`config.mk`:
```
export PLATFORM = sky130hd
export DESIGN_NAME = ptw_walker
export DESIGN_NICKNAME = d
export VERILOG_FILES = /design/src/rtl/ptw_pkg.sv /design/src/rtl/ptw_rst_sync.sv /design/src/rtl/ptw_index_sel.sv /design/src/rtl/ptw_entry_addr.sv /design/src/rtl/ptw_walker.sv
export SDC_FILE = /design/constraint.sdc
export NUM_CORES = 1
export LEC_CHECK = 0
export CORE_ASPECT_RATIO = 0.9
export CORE_MARGIN = 2
export CORE_UTILIZATION = 45
export CTS_BUF_LIST = sky130_fd_sc_hd__clkbuf_8
export CTS_CLUSTER_SIZE = 25
export DETAILED_ROUTE_END_ITERATION = 12
export PLACE_DENSITY_LB_ADDON = 0.15
export SYNTH_ARGS = -nofsm -noshare
export SYNTH_HDL_FRONTEND = slang
export SYNTH_HIERARCHICAL = 1
export SYNTH_SLANG_ARGS = --single-unit
```
`constraint.sdc`:
```
create_clock -name clk -period 6.3 [get_ports clk]
set_input_delay 0.63 -clock clk [delete_from_list [all_inputs] [get_ports clk]]
set_output_delay 0.63 -clock clk [all_outputs]
set_load 0.005 [all_outputs]
```
`src/rtl/ptw_pkg.sv`:
```
package ptw_pkg;
  typedef enum logic [1:0] {
    ST_IDLE  = 2'd0,
    ST_ISSUE = 2'd1,
    ST_WAIT  = 2'd2
  } walk_state_e;
endpackage

```
`src/rtl/ptw_rst_sync.sv`:
```
module ptw_rst_sync #(
  parameter int STAGES = 2
) (
  input  logic clk,
  input  logic rst_n_in,
  output logic rst_n_out
);
  logic [STAGES-1:0] sync_q;

  always_ff @(posedge clk or negedge rst_n_in) begin
    if (!rst_n_in) sync_q <= '0;
    else           sync_q <= {sync_q[STAGES-2:0], 1'b1};
  end

  assign rst_n_out = sync_q[STAGES-1];
endmodule

```
`src/rtl/ptw_index_sel.sv`:
```
module ptw_index_sel #(
  parameter int VA_W   = 48,
  parameter int LEVELS = 4,
  parameter int IDX_W  = 9,
  parameter int OFF_W  = 12,
  parameter int LVL_W  = 2
) (
  input  logic [VA_W-1:0]  vaddr,
  input  logic [LVL_W-1:0] level,
  output logic [IDX_W-1:0] idx
);
  logic [IDX_W-1:0] slice [LEVELS];

  // level 0 takes the highest index field, the last level the lowest
  for (genvar g = 0; g < LEVELS; g++) begin : g_slice
    localparam int LSB = OFF_W + IDX_W * (LEVELS - 1 - g);
    assign slice[g] = vaddr[LSB +: IDX_W];
  end

  assign idx = slice[level];
endmodule

```
`src/rtl/ptw_entry_addr.sv`:
```
module ptw_entry_addr #(
  parameter int PA_W         = 52,
  parameter int OFF_W        = 12,
  parameter int IDX_W        = 9,
  parameter int PTE_BYTES_LG = 3
) (
  input  logic [PA_W-OFF_W-1:0] base,
  input  logic [IDX_W-1:0]      idx,
  output logic [PA_W-1:0]       addr
);
  logic [OFF_W-1:0] byte_off;

  // a table fills exactly one page, so the scaled index never carries
  assign byte_off = OFF_W'({idx, {PTE_BYTES_LG{1'b0}}});
  assign addr     = {base, byte_off};
endmodule

```
`src/rtl/ptw_walker.sv`:
```
module ptw_walker #(
  parameter int VA_W         = 48,
  parameter int PA_W         = 52,
  parameter int PTE_W        = 64,
  parameter int LEVELS       = 4,
  parameter int IDX_W        = 9,
  parameter int OFF_W        = 12,
  parameter int PTE_BYTES_LG = 3
) (
  input  logic             clk,
  input  logic             rst_n,
  input  logic             req_valid,
  input  logic [VA_W-1:0]  req_vaddr,
  input  logic [PA_W-1:0]  root_base,
  output logic             busy,
  output logic             mem_req_valid,
  output logic [PA_W-1:0]  mem_req_addr,
  input  logic             mem_rsp_valid,
  input  logic [PTE_W-1:0] mem_rsp_data,
  output logic             done,
  output logic             fault,
  output logic [PA_W-1:0]  paddr
);
  import ptw_pkg::*;

  localparam int BASE_W = PA_W - OFF_W;
  localparam int LVL_W  = (LEVELS > 1) ? $clog2(LEVELS) : 1;
  localparam logic [LVL_W-1:0] LAST_LVL = LVL_W'(LEVELS - 1);

  logic rst_n_s;

  walk_state_e       state_q, state_d;
  logic [LVL_W-1:0]  lvl_q, lvl_d;
  logic [VA_W-1:0]   va_q;
  logic [BASE_W-1:0] base_q, base_d;
  logic [PA_W-1:0]   pa_q, pa_d;
  logic              done_q, done_d;
  logic              fault_q, fault_d;
  logic              va_en, base_en, lvl_en, pa_en;
  logic [IDX_W-1:0]  cur_idx;
  logic              rsp_unused;

  ptw_rst_sync #(.STAGES(2)) u_rst (
    .clk       (clk),
    .rst_n_in  (rst_n),
    .rst_n_out (rst_n_s)
  );

  ptw_index_sel #(
    .VA_W(VA_W), .LEVELS(LEVELS), .IDX_W(IDX_W), .OFF_W(OFF_W), .LVL_W(LVL_W)
  ) u_idx (
    .vaddr (va_q),
    .level (lvl_q),
    .idx   (cur_idx)
  );

  ptw_entry_addr #(
    .PA_W(PA_W), .OFF_W(OFF_W), .IDX_W(IDX_W), .PTE_BYTES_LG(PTE_BYTES_LG)
  ) u_addr (
    .base (base_q),
    .idx  (cur_idx),
    .addr (mem_req_addr)
  );

  assign rsp_unused = ^{mem_rsp_data[PTE_W-1:PA_W], mem_rsp_data[OFF_W-1:1],
                        root_base[OFF_W-1:0]};

  // next-state logic
  always_comb begin
    state_d = state_q;
    lvl_d   = lvl_q;
    base_d  = base_q;
    va_en   = 1'b0;
    base_en = 1'b0;
    lvl_en  = 1'b0;
    pa_en   = 1'b0;
    done_d  = 1'b0;
    fault_d = 1'b0;
    unique case (state_q)
      ST_IDLE: begin
        if (req_valid) begin
          state_d = ST_ISSUE;
          va_en   = 1'b1;
          base_en = 1'b1;
          base_d  = root_base[PA_W-1:OFF_W];
          lvl_en  = 1'b1;
          lvl_d   = '0;
        end
      end
      ST_ISSUE: state_d = ST_WAIT;
      ST_WAIT: begin
        if (mem_rsp_valid) begin
          if (!mem_rsp_data[0]) begin
            fault_d = 1'b1;
            state_d = ST_IDLE;
          end else if (lvl_q == LAST_LVL) begin
            done_d  = 1'b1;
            pa_en   = 1'b1;
            state_d = ST_IDLE;
          end else begin
            base_en = 1'b1;
            base_d  = mem_rsp_data[PA_W-1:OFF_W];
            lvl_en  = 1'b1;
            lvl_d   = lvl_q + LVL_W'(1);
            state_d = ST_ISSUE;
          end
        end
      end
      default: state_d = ST_IDLE;
    endcase
  end

  assign pa_d = {mem_rsp_data[PA_W-1:OFF_W], va_q[OFF_W-1:0]};

  // registers
  always_ff @(posedge clk or negedge rst_n_s) begin
    if (!rst_n_s) begin
      state_q <= ST_IDLE;
      lvl_q   <= '0;
      va_q    <= '0;
      base_q  <= '0;
      pa_q    <= '0;
      done_q  <= 1'b0;
      fault_q <= 1'b0;
    end else begin
      state_q <= state_d;
      done_q  <= done_d;
      fault_q <= fault_d;
      if (va_en)   va_q   <= req_vaddr;
      if (base_en) base_q <= base_d;
      if (lvl_en)  lvl_q  <= lvl_d;
      if (pa_en)   pa_q   <= pa_d;
    end
  end

  assign busy          = (state_q != ST_IDLE);
  assign mem_req_valid = (state_q == ST_ISSUE);
  assign done          = done_q;
  assign fault         = fault_q;
  assign paddr         = pa_q;
endmodule

```
* Word level (Yosys, flattened, before mapping)
Index checks and enable logic that the tools add are counted.
Cells by class: div/mod/pow operators 0, shift operators 0, eq/ne operators 7, order comparisons 1, reduce and logical (&&, ||, !) cells 5, bitwise logic cells 1, add/subtract/negate cells 1, multiply operators 0, muxes and demuxes 31
Operators by type and width (number):
- 40-bit 2-to-1 mux | 4
- 40-bit one-hot mux with 2 select lines | 1
- 9-bit binary-select mux with 2-bit select | 1
- 9-bit 2-to-1 mux | 2
- 1-bit 2-to-1 mux | 14
- 2-bit 2-to-1 mux | 6
- 2-bit != test, second input constant | 4
- 2-bit one-hot mux with 3 select lines | 1
- 6-bit AND reduction | 1
- 2-bit == test, second input constant | 2
- 2-bit one-hot mux with 2 select lines | 1
- 2-bit nonzero test | 2
- 3-bit >= comparator, second input constant | 1
- 2-bit inverter with 3-bit output | 1
- 2-bit by 1-bit adder with 2-bit output, second input constant | 1
- 2-bit by 1-bit == test with 1-bit output, second input constant | 1
- 2-bit zero test | 1
- 1-bit one-hot mux with 2 select lines | 1
- 2-bit AND reduction | 1
Storage, ports and cells: bits of input ports 168, bits in latches 0, ROM bits 0, register bits after elaboration 148, memories 0, memory bits (writable) 0

* Depth between registers and ports, before layout
Gate-level depths: netlist of the first run.
depth after elaboration 6, gate-level depth with buffers 6, mapped depth without buffers 4

* Cells and area by module
Netlist of the first run, hierarchy kept.
By module, submodules not included:
- ptw_walker | area each 6232.2 um^2, seq. area each 3653.5 um^2, cells an instance 366, times used 1
- ptw_entry_addr | area each 394.1 um^2, seq. area each 0.0 um^2, cells an instance 53, times used 1
- ptw_index_sel | area each 219.0 um^2, seq. area each 0.0 um^2, cells an instance 11, times used 1
- ptw_rst_sync | area each 53.8 um^2, seq. area each 50.0 um^2, cells an instance 3, times used 1

* Least setup slack after synthesis of the first run
Ideal clock, no wire load.
kind reg2out, from register lvl_q[0], to output port mem_req_addr[10], slack 4.477 ns, cell stages (with the launch flop) 4, arrival time 1.193 ns, path buffers 2, path through dfrtp_1 -> buf_6 -> mux4_2 -> buf_4
Between the ends: word-level cells in the longest chain between the ends 4
RTL lines:
- start: declaration | RTL line ptw_walker.sv:33 | logic [LVL_W-1:0] lvl_q, lvl_d;
- start signal: assignment | RTL line ptw_walker.sv:131 | if (lvl_en) lvl_q <= lvl_d;
- 2-bit inverter with 3-bit output (not written as such) | RTL line ptw_index_sel.sv:20 | assign idx = slice[level];
- 9-bit binary-select mux with 2-bit select | RTL line ptw_index_sel.sv:20
- 9-bit 2-to-1 mux (not written as such) (2 in a row) | RTL line ptw_index_sel.sv:20
- end: declaration | RTL line ptw_walker.sv:17 | output logic [PA_W-1:0] mem_req_addr,
No other way between the ends. The select of a mux whose other input is x is not followed.

* Worst setup path after layout of the first run
from register lvl_q[0], to output port mem_req_addr[7]
The elaborated chain is that of the path after synthesis.

==> results of run 1 <==
[routing by layer]
layer  global-route usage  vias up  part of all wire
li1                     -     1848                 -
met1                0.230     2030              0.42
met2                0.311      143              0.49
met3               0.0593       23             0.070
met4               0.0796        0             0.019
met5                    0        -                 0
[state kept, by name, summed over array words and instances, names as in the netlist]
signal	flops
paddr	52
u_rst/sync_q	2
lvl_q	2
va_q	48
state_q	2
base_q	40
done	1
fault	1
[placed cells by master (no fill, tap or decap), drive strengths merged]
| master | instances |
|---|---|
| dfrtp | 148 |
| o211ai | 1 |
| nor3b | 1 |
| inv | 4 |
| clkinv | 6 |
| a221o | 1 |
| mux2 | 180 |
| conb | 4 |
| bufinv | 2 |
| nor2b | 1 |
| clkbuf | 19 |
| nor2 | 2 |
| or2 | 2 |
| nand2 | 1 |
| nand3 | 1 |
| o211a | 1 |
| nand2b | 2 |
| nand4b | 1 |
| clkdlybuf4s50 | 237 |
| clkinvlp | 2 |
| o21bai | 1 |
| buf | 4 |
| a21oi | 1 |
| ha | 1 |
| mux4 | 9 |
| o311ai | 1 |
[cells by family after synthesis]
group	Yosys count	share of synthesized area
compound gates	6	0.00871
fa+ha+maj	1	0.00181
other cells	2	0.00109
flops	148	0.537
simple gates	11	0.0140
buf+inv	76	0.0878
mux	189	0.350
[through the flow]
stage,area (um2),setup WS (ns),hold slack (ns),std cells,total power (W)
final,9360,3.37,0.343,831,0.00351
after CTS,9360,3.28,0.313,831,0.00357
after detailed placement,8970,3.27,0.340,800,0.00283
after global routing,9360,3.20,0.313,831,0.00373
after floorplan,6910,1.87,0.331,435,0.00240
after global placement,8970,3.34,0.341,800,0.00277
[final cells by class]
type | count | area, um2 | share of cell area
clock buffer | 19 | 262 | 0.0279
clock inverter | 12 | 130 | 0.0139
inverter | 2 | 7.51 | 0.000802
multi-input combinational | 211 | 2600 | 0.278
sequential | 148 | 3710 | 0.396
tap | 198 | 248 | 0.0265
timing repair buffer | 241 | 2400 | 0.257
[report_power, final]
group / total (W) / switching [W] / internal [W] / leakage, nW
sequential: 0.00148 / 0.000198 / 0.00129 / 1.85
combinational: 0.00129 / 0.000408 / 0.000886 / 2.05
clock: 0.000731 / 0.000360 / 0.000371 / 0.198
total: 0.00351 / 0.000966 / 0.00254 / 4.11
[final timing paths]
| path | start | end | slack, ns | cells past startpoint |
|---|---|---|---|---|
| max in group asynchronous | u_rst/sync_q[1]$_DFF_PN0_ | state_q[1]$_DFFE_PN0P_ | 4.26 | 1 |
| min reg2reg | u_rst/sync_q[0]$_DFF_PN0_ | u_rst/sync_q[1]$_DFF_PN0_ | 0.36 | 0 |
| min | rst_n | u_rst/sync_q[0]$_DFF_PN0_ | 0.34 | 1 |
| max reg2reg | lvl_q[0]$_DFFE_PN0P_ | base_q[13]$_DFFE_PN0P_ | 3.51 | 5 |
| max | lvl_q[0]$_DFFE_PN0P_ | mem_req_addr[7] | 3.37 | 2 |
| min in group clk | u_rst/sync_q[0]$_DFF_PN0_ | u_rst/sync_q[1]$_DFF_PN0_ | 0.36 | 0 |
[worst register-to-register path, cell delays in order, from the launching register on]
cell and delay [ns]:
dfrtp_1 0.63, ha_1 0.36, nand4b_4 0.22, a21oi_4 0.63
buf_4 0.46, mux2_2 0.39
==> metrics.csv, run 1 <==
metric,value,unit
number of flops mapped to enable cells by yosys,0,
total gr overflow,0,
Ant. Diodes,0,
worst stage delay on the critical path,0.79,ns
Die Width,135,um
"Clk Latency, worst-skew pair",0.44,ns
CP cell instances,mux4_2 -> clkdlybuf4s50_1,
PostCTS Resize Cnt,0,
P&R area growth vs syn,35.6,%
core area,0.0149,mm2
IO Count,276,
Worst Path Required,5.67,ns
Clock Path Buffers,2,
period utilization,0.466,
Vias,4044,
num rows,42,
Starting Density,0.464,
post-synthesis instance total,433,
Clock Skew,0.00911,ns
Antenna Nets Post-Route,0,
WL final,14700,um
status,finished clean,
cell area after synthesis,0.00690,mm2
sequential area share after synthesis,0.537,
First DRT Iteration DRCs,147,
Placer Congestion,0.762,
Setup Viol. Count Final,0,
Port-buffer cells,237,
Max Clock Freq,0.341,GHz
WP buf/inv,1,
Worst VDD drop,0.250,mV
Yosys top cell area share,0.537,
clock transition at the registers of the reported paths,0.08,ns
largest net degree at the start of global routing,84,
DIE HEIGHT,121,um
FILL cells,1119,
Slew @ Worst Pin,1.11,ns
H-tree levels,4,
Max-cap violations,0,
cell class contributing the biggest share of worst-path delay,flip-flops,
Post-CTS Hold Buffers,0,
"Top FF cell, synth",dfrtp_1,
"FF+latch count, synth",148,
"top cells by count, synth","148 x dfrtp_1, 84 x mux2_2, 54 x buf_4",
Slew Limit Fails,0,
Post-DP HPWL,10300,um
ys async rst share,1.00,
Crit Path Max Fanout,13,
global-route wire length before repair,23300,um
clock root cell,clkbuf_8,
"top cells by area, synth","dfrtp_1 54%, mux2_2 14%, mux2_4 11%, mux2_1 7.7%, buf_4 5.9%",
most frequent cell after synthesis,dfrtp_1,
Num Clock Sinks,148,
fraction of layout cells with a size suffix above 1,0.292,
GRT Resource Usage Total,0.189,
Leak,4.11,nW
startpoint types,flop,
Synth warnings,6,
setup bufs post-CTS,0,
initial antenna violation count,0,
die outline area,0.0163,mm2
# DRC,0,
routed len/inst,17.7,um
"Avg Cell Area, Syn",15.9,um2
RSZ-0062 raised after global routing,false,
worst hold path type,input pin to asynchronous set/reset pin,
vias in the first global route,4287,
Power per Cell Area,375,mW/mm2
Crit-path slowest cell,dfrtp_1,
Via-to-Cell Ratio,4.87,
Yosys cell types,30,
largest area contributor in the netlist,dfrtp_1,
Setup CP Type,flop to output pin,
fin nets,790,
"Core Util, Final",0.629,
CTS tree,done,
WP data arrival,2.30,ns
"Hold Vio Cnt, Final",0,
Pre-antenna DRT Iters,4,
relative slew slack,0.263,
Setup crit end kind,output pin,
fin crit period,2.93,ns
CTS buffer count,17,
TNS Setup,0,ns
Note: power is estimated with default switching activity, not from simulation.
==> run 2, diff against run 1 <==
--- a/config.mk
+++ b/config.mk
@@ -7,7 +7,7 @@
 export LEC_CHECK = 0
 export CORE_ASPECT_RATIO = 0.9
 export CORE_MARGIN = 2
-export CORE_UTILIZATION = 45
+export CORE_UTILIZATION = 41
 export CTS_BUF_LIST = sky130_fd_sc_hd__clkbuf_8
 export CTS_CLUSTER_SIZE = 25
 export DETAILED_ROUTE_END_ITERATION = 12
==> constraint.sdc (replaced) <==
create_clock -name clk -period 2.4 [get_ports clk]
set_input_delay 0.24 -clock clk [delete_from_list [all_inputs] [get_ports clk]]
set_output_delay 0.24 -clock clk [all_outputs]
set_load 0.005 [all_outputs]
==> run 2 against run 1 <==
- register-to-register slack lost 3.2 ns
- critical endpoint is now mem_req_addr[9]
- global-route usage decreased by 1.6 points
- cell count up 2.2%
- worst hold slack lost 0.12 ns
- setup slack worse by 3.2 ns
- sequential cell count did not move
- sequential power increased to 2.6 times the previous value
- combinational power rose to 2.7 times the previous value
- first-iteration DRC count is 18% lower
==> metrics.csv, run 2 (synthesis results as in run 1) <==
metric,value,unit,change
global-route wire length before repair,24000,um,+2.8%
largest net degree at the start of global routing,66,,-21%
"Core Util, Final",0.583,,-0.0458
total gr overflow,0,,unchanged
Die Width,141,um,+4.6%
Vias,4062,,+0.45%
num rows,44,,+4.8%
CP cell instances,buf_6 -> mux4_2 -> clkdlybuf4s50_1,,
setup bufs post-CTS,0,,unchanged
Port-buffer cells,237,,unchanged
WL final,15000,um,+1.9%
Leak,4.18,nW,+1.7%
startpoint types,flop,,
WP buf/inv,2,,+1
Ant. Diodes,0,,unchanged
GRT Resource Usage Total,0.173,,-0.0161
r2r worst-path depth,4,,-1
WP data arrival,2.03,ns,-0.27 ns
Slew @ Worst Pin,1.12,ns,+0.0140 ns
fraction of layout cells with a size suffix above 1,0.301,,+0.00836
Crit Path Max Fanout,12,,-1
Clock Path Buffers,2,,unchanged
Antenna Nets Post-Route,0,,unchanged
most frequent cells in the layout,"237 x clkdlybuf4s50_1, 146 x dfrtp_1, 84 x mux2_2",,
Post-DP HPWL,10600,um,+2.5%
Via-to-Cell Ratio,4.78,,-1.7%
Setup CP Type,flop to output pin,,
post-route setup slack,0.135,ns,-3.23 ns
CTS buffer count,17,,unchanged
Placer Congestion,0.719,,-5.6%
CTS tree,done,,
"commonest non-fill, non-tap cell in the layout",clkdlybuf4s50_1,,
fin crit period,2.27,ns,
Max Clock Freq,0.441,GHz,
IO Count,276,,unchanged
Num Clock Sinks,148,,unchanged
core area,0.0163,mm2,+9.6%
Clock Skew,0.0116,ns,+0.00252 ns
Crit Reg-Reg Startpoint,lvl_q[0]$_DFFE_PN0P_,,
routed len/inst,17.6,um,-0.25%
Setup crit end kind,output pin,,
worst hold path type,flop to asynchronous set/reset pin,,
vias in the first global route,4474,,+4.4%
First DRT Iteration DRCs,121,,-18%
period utilization,0.944,,
TNS Setup,0,ns,unchanged
"Clk Latency, worst-skew pair",0.44,ns,about the same
die outline area,0.0179,mm2,+9.4%
# DRC,0,,unchanged
Slew Limit Fails,0,,unchanged
FF-to-FF End,paddr[1]$_DFFE_PN0P_,,
Worst VDD drop,0.487,mV,+95%
Worst Path Required,2.16,ns,-3.51 ns
clock root cell,clkbuf_8,,
initial antenna violation count,0,,unchanged
relative slew slack,0.254,,-0.00933
"Hold Vio Cnt, Final",0,,unchanged
H-tree levels,4,,unchanged
status,finished clean,,
R2R setup slack,0.30,ns,-3.21 ns
Max-cap violations,0,,unchanged
Starting Density,0.423,,-0.0405
Setup Viol. Count Final,0,,unchanged
worst stage delay on the critical path,0.52,ns,-0.27 ns
Pre-antenna DRT Iters,4,,unchanged
Power per Cell Area,994,mW/mm2,+170%
cell class contributing the biggest share of worst-path delay,buffers and inverters,,
DIE HEIGHT,127,um,+4.6%
Crit-path slowest cell,mux4_2,,
RSZ-0062 raised after global routing,false,,
P&R area growth vs syn,37.8,%,
max reg flops,52,,unchanged
clock transition at the registers of the reported paths,0.08,ns,about the same
fin nets,798,,+1.0%
FILL cells,1280,,+14%
pre-CTS setup slack,0.0995,ns,-3.17 ns
-- run 2: cell count changes in the layout (fill, tap and decap cells not counted) --
cell,before,now
buf_12,0,3
buf_4,4,7
buf_6,0,1
bufinv_16,2,3
clkbuf_8,19,20
clkinv_4,2,1
dlygate4sd3_1,0,1
-- run 2: worst max path at each step --
stage	start	endpoint	slack (ns)	cells past startpoint
floorplan	lvl_q[0]$_DFFE_PN0P_	base_q[21]$_DFFE_PN0P_	0.75	5
global placement	mem_rsp_data[0]	paddr[51]$_DFFE_PN0P_	0.12	4
detailed placement	mem_rsp_data[0]	paddr[1]$_DFFE_PN0P_	0.1	4
CTS	lvl_q[0]$_DFFE_PN0P_	mem_req_addr[5]	0.03	3
global route	lvl_q[0]$_DFFE_PN0P_	mem_req_addr[9]	0.02	3
finish	lvl_q[0]$_DFFE_PN0P_	mem_req_addr[9]	0.13	3
-- run 2: area by class of cell --
type	instances	area [um2]	area share
well taps	207	259	0.0272
clock inverters	12	151	0.0159
inverters	2	7.51	0.000790
clock buffers	20	275	0.0290
flip-flops and latches	148	3710	0.390
repair buffers	249	2510	0.264
multi-input cells	211	2600	0.273
-- run 2: layer usage --
layer | GRT usage | routed length (um) | vias up | part of all wire
met5 | 0 | 0 | - | 0
met3 | 0.0600 | 1010 | 17 | 0.067
met1 | 0.215 | 6340 | 2059 | 0.42
met4 | 0.0582 | 206 | 0 | 0.014
li1 | - | - | 1856 | -
met2 | 0.283 | 7410 | 130 | 0.49
-- run 2: metrics by stage --
stage               power (W)  area (um2)  hold WS [ns]  std cells
detailed placement    0.00750        9070         0.225        816
CTS                   0.00960        9500         0.230        849
global route           0.0100        9510         0.241        849
finish                0.00945        9510         0.219        849
global placement      0.00738        9070         0.222        816
floorplan             0.00631        6910       -0.0556        435
-- run 2: power breakdown --
part	internal (W)	switching [W]
clock network	0.00111	0.000958
registers	0.00338	0.000474
logic	0.00239	0.00114
total	0.00688	0.00257
-- run 2: what timing repair did --
action,CTS,global route
endpoints found under the hold margin,2,0
hold buffers,1,0
resized for setup,0,1
endpoints found under the setup margin,0,6
==> run 3, diff against run 2 <==
--- a/config.mk
+++ b/config.mk
@@ -12,6 +12,7 @@
 export CTS_CLUSTER_SIZE = 25
 export DETAILED_ROUTE_END_ITERATION = 12
 export PLACE_DENSITY_LB_ADDON = 0.15
+export SLEW_MARGIN = 20
 export SYNTH_ARGS = -nofsm -noshare
 export SYNTH_HDL_FRONTEND = slang
 export SYNTH_HIERARCHICAL = 1
==> run 3 against run 2 <==
- clock power is essentially flat
- combinational power is essentially flat
- die area is the same
- sequential share of layout area shrank 0.11 points
- global-route usage is the same
- clock skew is essentially flat
- cell count grew 0.12%
- cell area grew 0.29%
- sequential cell count is the same
- routed wire length grew 0.20%
- critical path type unchanged
- largest cell class unchanged
==> metrics.csv, run 3 (synthesis results as in run 1) <==
metric,value,unit,change
status,finished clean,,
global-route wire length before repair,24000,um,unchanged
Die Width,141,um,unchanged
largest net degree at the start of global routing,66,,unchanged
Vias,4101,,+0.96%
"Hold Vio Cnt, Final",0,,unchanged
Worst VDD drop,0.489,mV,+0.32%
Setup CP Type,flop to output pin,,
Clock Path Buffers,2,,unchanged
Setup crit end kind,output pin,,
period utilization,0.944,,about the same
Port-buffer cells,237,,unchanged
GRT Resource Usage Total,0.173,,unchanged
FILL cells,1274,,-0.47%
Setup Viol. Count Final,0,,unchanged
H-tree levels,4,,unchanged
"commonest non-fill, non-tap cell in the layout",clkdlybuf4s50_1,,
Placer Congestion,0.719,,unchanged
total gr overflow,0,,unchanged
clock transition at the registers of the reported paths,0.08,ns,about the same
Slew Limit Fails,0,,unchanged
DIE HEIGHT,127,um,unchanged
Max-cap violations,0,,unchanged
most frequent cells in the layout,"237 x clkdlybuf4s50_1, 146 x dfrtp_1, 84 x mux2_2",,
First DRT Iteration DRCs,134,,+11%
Leak,4.19,nW,+0.33%
Power per Cell Area,991,mW/mm2,-0.30%
Placed Area,0.00907,mm2,unchanged
Post-DP HPWL,10600,um,unchanged
Ant. Diodes,0,,unchanged
die outline area,0.0179,mm2,unchanged
Worst Path Required,2.16,ns,about the same
Crit-path slowest cell,mux4_2,,
"Clk Latency, worst-skew pair",0.44,ns,about the same
CTS buffer count,17,,unchanged
fin nets,799,,+0.13%
startpoint types,flop,,
Pre-antenna DRT Iters,4,,unchanged
Num Clock Sinks,148,,unchanged
worst stage delay on the critical path,0.52,ns,about the same
Starting Density,0.423,,unchanged
Clock Skew,0.0119,ns,+0.000304 ns
P&R area growth vs syn,38.2,%,
Max Clock Freq,0.441,GHz,about the same
TNS Setup,0,ns,unchanged
fin area,0.00954,mm2,+0.29%
CTS tree,done,,
fin crit period,2.27,ns,+0.000756 ns
Crit Path Max Fanout,12,,unchanged
IO Count,276,,unchanged
worst hold path type,flop to asynchronous set/reset pin,,
vias in the first global route,4474,,unchanged
fraction of layout cells with a size suffix above 1,0.302,,+0.00109
WP data arrival,2.03,ns,about the same
Via-to-Cell Ratio,4.82,,+0.84%
WL final,15000,um,+0.20%
num rows,44,,unchanged
Antenna Nets Post-Route,0,,unchanged
initial antenna violation count,0,,unchanged
clock root cell,clkbuf_8,,
routed len/inst,17.6,um,about the same
CP cell instances,buf_6 -> mux4_2 -> clkdlybuf4s50_1,,
max reg flops,52,,unchanged
# DRC,0,,unchanged
core area,0.0163,mm2,unchanged
RSZ-0062 raised after global routing,false,,
[run 3: changes by cell type in the layout (fill, tap and decap cells not counted)]
cell	delta
buf_16	+1
[run 3: worst max-delay path: cells and delay by family (launching register included)]
kind,cells,cell delay [ns]
buf+inv,2,0.70
flops,1,0.37
mux,1,0.52
[run 3: power breakdown]
| part | internal, W | switching [W] | total (W) | leakage (nW) |
|---|---|---|---|---|
| Combinational | 0.00239 | 0.00114 | 0.00353 | 2.12 |
| Clock | 0.00111 | 0.000956 | 0.00207 | 0.215 |
| Sequential | 0.00338 | 0.000474 | 0.00385 | 1.85 |
| Total | 0.00688 | 0.00257 | 0.00945 | 4.19 |
[run 3: layout make-up]
| class | instances | area [um2] | area share |
|---|---|---|---|
| clock inverter | 12 | 151 | 0.0159 |
| sequential | 148 | 3710 | 0.389 |
| inverter | 2 | 7.51 | 0.000787 |
| tap | 207 | 259 | 0.0272 |
| clock buffer | 20 | 275 | 0.0289 |
| multi-input combinational | 211 | 2600 | 0.273 |
| timing repair buffer | 250 | 2530 | 0.266 |
[run 3: layer usage]
metal | global-route usage | wire [um] | up-vias
met5 | 0 | 0 | -
met4 | 0.0582 | 226 | 0
met3 | 0.0600 | 1020 | 22
met2 | 0.283 | 7470 | 134
met1 | 0.215 | 6280 | 2085
li1 | - | - | 1860
[run 3: worst paths after layout]
| check | from | endpoint | slack [ns] | cells after the start |
|---|---|---|---|---|
| worst max-delay path | lvl_q[0]$_DFFE_PN0P_ | mem_req_addr[9] | 0.13 | 3 |
| worst min-delay path | u_rst/sync_q[1]$_DFF_PN0_ | paddr[6]$_DFFE_PN0P_ | 0.22 | 0 |
| worst max register to register | lvl_q[0]$_DFFE_PN0P_ | base_q[2]$_DFFE_PN0P_ | 0.50 | 5 |
| worst min register to register | u_rst/sync_q[1]$_DFF_PN0_ | paddr[6]$_DFFE_PN0P_ | 0.22 | 0 |
| max in group asynchronous | u_rst/sync_q[1]$_DFF_PN0_ | paddr[17]$_DFFE_PN0P_ | 1.46 | 1 |
| min in group clk | u_rst/sync_q[0]$_DFF_PN0_ | u_rst/sync_q[1]$_DFF_PN0_ | 0.36 | 0 |
[run 3: timing repair]
action | CTS | global route
gates resized for setup | 0 | 1
buffers inserted | 0 | 0
hold buffers | 1 | 0
endpoints found under the setup margin | 0 | 6
endpoints found under the hold margin | 2 | 0
[run 3: through the flow]
step | cells | hold WS, ns | util | total power [W] | setup slack [ns]
finish | 850 | 0.220 | 0.585 | 0.00945 | 0.134
floorplan | 435 | -0.0556 | - | 0.00631 | 0.747
global placement | 816 | 0.222 | 0.556 | 0.00738 | 0.123
global route | 850 | 0.241 | 0.585 | 0.0100 | 0.0161
detailed placement | 816 | 0.225 | 0.556 | 0.00750 | 0.0995
CTS | 849 | 0.230 | 0.583 | 0.00960 | 0.0253
